[config.mk]
export PLATFORM = sky130hd
export DESIGN_NAME = rsq_reset_sequencer
export DESIGN_NICKNAME = d
export VERILOG_FILES = /design/src/rtl/rsq_pkg.sv /design/src/rtl/rsq_launch.sv /design/src/rtl/rsq_gather.sv /design/src/rtl/rsq_phase_ctr.sv /design/src/rtl/rsq_reset_sequencer.sv
export SDC_FILE = /design/constraint.sdc
export NUM_CORES = 1
export LEC_CHECK = 0
export ABC_AREA = 1
export BUFFER_PORTS_ARGS = -buffer_cell sky130_fd_sc_hd__buf_2
export CORE_AREA = 2 2 39 41
export DETAILED_ROUTE_END_ITERATION = 10
export DIE_AREA = 0 0 41 43
export GPL_ROUTABILITY_DRIVEN = 0
export SYNTH_ARGS = -nofsm -noshare
export SYNTH_HDL_FRONTEND = slang
export SYNTH_SLANG_ARGS = --single-unit
[constraint.sdc]
create_clock -name clk -period 0.9 [get_ports clk]
set_input_delay 0.135 -clock clk [delete_from_list [all_inputs] [get_ports clk]]
set_output_delay 0.135 -clock clk [all_outputs]
set_load 0.02 [all_outputs]
[src/rtl/rsq_pkg.sv]
`timescale 1ns/1ps
package rsq_pkg;
  // Number of peripheral channels; bit order: 0 DAC, 1 ADC, 2 Ethernet
  localparam int unsigned RSQ_NCH = 3;
  // Width of the phase counter
  localparam int unsigned RSQ_SW  = 3;
endpackage

[src/rtl/rsq_launch.sv]
`timescale 1ns/1ps
module rsq_launch #(
  parameter int unsigned NCH = 3,
  parameter int unsigned SW  = 3,
  parameter logic [SW-1:0] RUN_STATE = '0
) (
  input  logic           clk,
  input  logic           rst_n,
  input  logic [SW-1:0]  state_i,
  input  logic [NCH-1:0] en_i,
  output logic           go_o,
  output logic [NCH-1:0] start_o
);
  logic stage_en;
  logic stage_q;
  logic go_q;
  logic [NCH-1:0] start_q;

  // Stage is active only when the phase counter sits at the run state
  assign stage_en = (state_i == RUN_STATE);

  // stage_q clears on reset, so leaving reset in the run state gives one edge
  always_ff @(posedge clk or negedge rst_n) begin
    if (!rst_n) begin
      stage_q <= 1'b0;
      go_q    <= 1'b0;
      start_q <= '0;
    end else begin
      stage_q <= stage_en;
      go_q    <= stage_en & ~stage_q;
      start_q <= {NCH{stage_en & ~stage_q}} & en_i;
    end
  end

  assign go_o    = go_q;
  assign start_o = start_q;

  p_go_single_r2: assert property (@(posedge clk) disable iff (!rst_n)
    go_q |=> !go_q);
  p_start_follows_go_r3: assert property (@(posedge clk) disable iff (!rst_n)
    (start_q != '0) |-> go_q);
endmodule

[src/rtl/rsq_gather.sv]
`timescale 1ns/1ps
module rsq_gather #(
  parameter int unsigned NCH = 3
) (
  input  logic           clk,
  input  logic           rst_n,
  input  logic           go_i,
  input  logic [NCH-1:0] en_i,
  input  logic [NCH-1:0] done_i,
  output logic           complete_o
);
  logic [NCH-1:0] chan_ok;
  logic ready;
  logic armed_q;
  logic cond_q;
  logic cmp_q;
  logic cond_arm;

  // A channel counts as finished when it is done or when it is disabled
  genvar g;
  generate
    for (g = 0; g < NCH; g++) begin : g_mask
      assign chan_ok[g] = done_i[g] | ~en_i[g];
    end
  endgenerate

  assign ready    = &chan_ok;
  assign cond_arm = armed_q & ready;

  // armed_q opens the sampling window one cycle after the common start
  always_ff @(posedge clk or negedge rst_n) begin
    if (!rst_n) begin
      armed_q <= 1'b0;
      cond_q  <= 1'b0;
      cmp_q   <= 1'b0;
    end else begin
      if (go_i)
        armed_q <= 1'b1;
      else if (cond_arm & ~cond_q)
        armed_q <= 1'b0;
      cond_q <= cond_arm;
      cmp_q  <= cond_arm & ~cond_q;
    end
  end

  assign complete_o = cmp_q;

  p_complete_pulse_r5: assert property (@(posedge clk) disable iff (!rst_n)
    cmp_q |=> !cmp_q);
  p_complete_needs_window_r7: assert property (@(posedge clk) disable iff (!rst_n)
    cmp_q |-> $past(armed_q));
  p_no_complete_with_go_r7: assert property (@(posedge clk) disable iff (!rst_n)
    go_i |-> !cmp_q);
endmodule

[src/rtl/rsq_phase_ctr.sv]
`timescale 1ns/1ps
module rsq_phase_ctr #(
  parameter int unsigned SW = 3
) (
  input  logic          clk,
  input  logic          rst_n,
  input  logic          adv_i,
  output logic [SW-1:0] state_o
);
  logic [SW-1:0] state_q;

  always_ff @(posedge clk or negedge rst_n) begin
    if (!rst_n)
      state_q <= '0;
    else if (adv_i)
      state_q <= state_q + SW'(1);
  end

  assign state_o = state_q;

  p_state_hold_r8: assert property (@(posedge clk) disable iff (!rst_n)
    !adv_i |=> $stable(state_q));
  p_state_step_r8: assert property (@(posedge clk) disable iff (!rst_n)
    adv_i |=> (state_q == $past(state_q) + SW'(1)));
endmodule

[src/rtl/rsq_reset_sequencer.sv]
`timescale 1ns/1ps
module rsq_reset_sequencer
  import rsq_pkg::*;
#(
  parameter int unsigned NCH = RSQ_NCH,
  parameter int unsigned SW  = RSQ_SW
) (
  input  logic           clk,
  input  logic           rst_n,
  input  logic [NCH-1:0] en_i,
  input  logic [NCH-1:0] done_i,
  output logic [NCH-1:0] start_o,
  output logic           complete_o,
  output logic [SW-1:0]  state_o
);
  logic [SW-1:0] state_w;
  logic go_w;
  logic cmp_w;

  rsq_phase_ctr #(.SW(SW)) u_ctr (
    .clk     (clk),
    .rst_n   (rst_n),
    .adv_i   (cmp_w),
    .state_o (state_w)
  );

  rsq_launch #(.NCH(NCH), .SW(SW), .RUN_STATE('0)) u_launch (
    .clk     (clk),
    .rst_n   (rst_n),
    .state_i (state_w),
    .en_i    (en_i),
    .go_o    (go_w),
    .start_o (start_o)
  );

  rsq_gather #(.NCH(NCH)) u_gather (
    .clk        (clk),
    .rst_n      (rst_n),
    .go_i       (go_w),
    .en_i       (en_i),
    .done_i     (done_i),
    .complete_o (cmp_w)
  );

  assign complete_o = cmp_w;
  assign state_o    = state_w;

  p_start_single_r2: assert property (@(posedge clk) disable iff (!rst_n)
    (start_o != '0) |=> (start_o == '0));
  p_start_masked_r3: assert property (@(posedge clk) disable iff (!rst_n)
    (start_o & ~en_i) == '0);
  p_start_in_run_r9: assert property (@(posedge clk) disable iff (!rst_n)
    (start_o != '0) |-> (state_o == '0));
  p_one_complete_r9: assert property (@(posedge clk) disable iff (!rst_n)
    (state_o != '0) |-> !complete_o);
endmodule

==> summary.md <==
| Metric | Value |
|---|---|
| Required @ worst endpoint | 0.76 ns |
| Max_slew headroom | 83.2% |
| FF-to-FF setup slack | -0.16 ns |
| Post-synthesis sequential area ratio | 61.5% |
| CP arrival | 0.95 ns |
| Highest-count cells in the layout ignoring fill and taps | buf_6, inv_1, dfrtp_1 |
| FF-to-FF End | u_launch.start_o[2] |
| Num rows | 14 |
| Share of layout cells above drive strength 1 | 52.1% |
| Fin crit share | 120% |
| Fmax | 0.924 GHz |
| Drt initial violations | 5 |
| IO Count | 15 |
| Worst slack, placed | -0.173 ns |
| Die area | 1760 sq um |
| Crit path to | state_o[0] |
| Antenna violations before repair | 0 |
| GR Util met3 | 3.14% |
| Minimum clock period | 1.08 ns |
| Nature of the critical path endpoint | output port |
| Min-Delay Path Class | input pin to flip-flop |
| Nature of the critical path startpoint | flip-flop |
| Most used routing layer in global routing | met2 |
| Syn Nets | 56 |
| Wire per inst | 10.2 microns |
| Synth cell types | 12 |
| Reg area | 279 sq um |
| RSZ-0062 raised after global routing | yes |
| Synth top area cells | dfrtp_1, inv_1, nand2_1 |
| R2r startpoint | u_ctr.state_o[1] |
| Leakage | 0.389 nW |
| Max cap viols | 0 |
| Die Height | 43 microns |
| Power Dens Cells | 3220 nW/um^2 |
| Max-slew violations | 0 |
| Final hold violations | 0 |
| Initial Util | 32.4% |
| Clock skew | 0.00883 ns |
| H-tree depth | 1 |
| Most common cell after layout, fill and taps aside | buf_6 |
| Antenna cells | 0 |
| VDD IR max | 1.21 mV |
| Core ar. | 1380 sq um |
| Port bufs | 14 |
| Fillers | 131 |
| Least-Margin Pin Slew | 0.253 ns |
| Outcome | finished, violations left |
| CP max FO | 3 |
| R2r worst-path depth | 6 |
| Violated checks | setup timing |
| Total GRT Usage | 12.3% |
| Total wire length | 885 microns |
| Share of the synthesized area in the top cell type | 61.5% |
| Mapped Cells | 46 |
| Largest area contributor in the netlist | dfrtp_1 |
| Vias | 359 |
| Critical path class | flip-flop to output port |
| Number of global-route vias before repair | 312 |
| Clock Latency Late Sink | 0.27 ns |
| Number of remaining DRC errors | 0 |
| Layout area overhead | 60.3% |
| Root Driver | clkbuf_4 |
| First-pass GRT wire length | 1330 microns |
| Crit path launch | u_ctr.state_o[0] |
| Total CTS buffers | 3 |
| Final worst slack | -0.183 ns |
| TritonCTS clock tree | done |
| Number of vias per cell | 4.13 |
| Flops & latches, synth | 11 |
| Mapped cell area | 448 sq um |
| Largest net degree at the start of global routing | 12 |
| Final instance area | 718 sq um |
| Multi-input logic area | 163 sq um |
| Clock-pin slew on the worst setup and hold paths | 0.08 ns |
| Post-layout nets | 82 |
| Cell Area, Placed | 551 sq um |
| Avg Cell Area, Syn | 9.74 sq um |
| Routed Antenna Nets | 0 |
| Synth warn | 0 |
| Final Setup Violations | 13 |
| Max clock buf depth | 2 |
| Die Span X | 41 microns |
| Congestion Overflow GR | 0 |
| Grt met1 use | 13.9% |
| DRT Pass-1 Iters | 4 |
| Dpl hpwl | 576 microns |
| GR met2 Demand/Resource | 18.1% |
| Clock sinks | 11 |
==> metal layers <==
layer,share of wire [%],wire (microns)
met4,0,0
met3,3.8,34
met5,0,0
met1,42,369
met2,54,482
==> worst min path at each step <==
stage	start	endpoint	slack [ns]	depth (start not counted)
floorplan	rst_n	u_ctr.state_o[0]	-0.16	0
global placement	rst_n	u_launch.start_o[1]	0.01	1
detailed placement	rst_n	u_launch.start_o[1]	0.02	1
CTS	en_i[1]	u_launch.start_o[1]	0.07	3
global route	en_i[0]	u_launch.start_o[0]	0.08	3
finish	en_i[1]	u_launch.start_o[1]	0.07	3
==> stage by stage <==
step | utilization (%) | power [mW] | TNS, ns | std cells | hold WS (ns)
floorplan | - | 1.22 | -0.556 | 46 | -0.161
global placement | 39.8 | 1.44 | -0.495 | 77 | 0.0118
detailed placement | 39.8 | 1.47 | -0.547 | 77 | 0.0155
CTS | 49.1 | 2.17 | -1.35 | 85 | 0.0673
global route | 51.9 | 2.48 | -1.85 | 87 | 0.0847
finish | 51.9 | 2.31 | -1.20 | 87 | 0.0737
==> state kept, by name (all words and copies together), names as in the netlist <==
| register | count |
|---|---|
| u_gather.complete_o | 1 |
| u_gather.armed_q | 1 |
| u_launch.stage_q | 1 |
| u_launch.start_o | 3 |
| u_launch.go_o | 1 |
| u_ctr.state_o | 3 |
| u_gather.cond_q | 1 |
==> kinds of logic (layout without fill, tap and decap cells) <==
kind of cell               count (synthesis)  after routing  synth area share, %
DFF                                       11             11                 61.5
AOI/OAI and AO/OA                          2              2                 2.79
xor gates and xnor gates                   2              2                 3.91
adders and majority gates                  2              2                 5.59
and+or+nand+nor                           16             16                 15.4
buffers and inverters                     13             38                 10.9
==> cells in the mapped netlist <==
| cell | instances |
|---|---|
| nor2_1 | 5 |
| nor3_1 | 1 |
| xor2_1 | 2 |
| o21ai_0 | 1 |
| o21bai_1 | 1 |
| nand2_1 | 8 |
| ha_1 | 2 |
| nand3_1 | 1 |
| inv_1 | 12 |
| nor3_2 | 1 |
| dfrtp_1 | 11 |
| inv_2 | 1 |
==> critical path, stage by stage (launching register included) <==
cell	delay, ns
dfrtp_2	0.44
buf_6	0.13
buf_6	0.12
==> what timing repair did <==
| action | 4_1_cts | 5_1_grt |
|---|---|---|
| setup buffers | 3 | 2 |
| resized for setup | 22 | 5 |
| endpoints found under the setup margin | 13 | 13 |
| pin swaps | 4 | 5 |
| hold buffers | 1 | 0 |
| endpoints found under the hold margin | 11 | 0 |
==> report_power, final <==
group	leakage [nW]	internal, mW	switching (mW)
Sequential	0.138	0.689	0.166
Clock	0.0177	0.164	0.163
Combinational	0.233	0.615	0.515
Total	0.389	1.47	0.844
==> area by class of cell <==
| cell class | instances | share of cell area (%) |
|---|---|---|
| tap | 16 | 2.79 |
| clock inverter | 1 | 0.697 |
| multi-input combinational | 22 | 22.6 |
| inverter | 13 | 6.79 |
| clock buffer | 3 | 3.14 |
| sequential | 11 | 38.9 |
| timing repair buffer | 21 | 25.1 |
No activity file was read; power rests on OpenSTA's default activity.
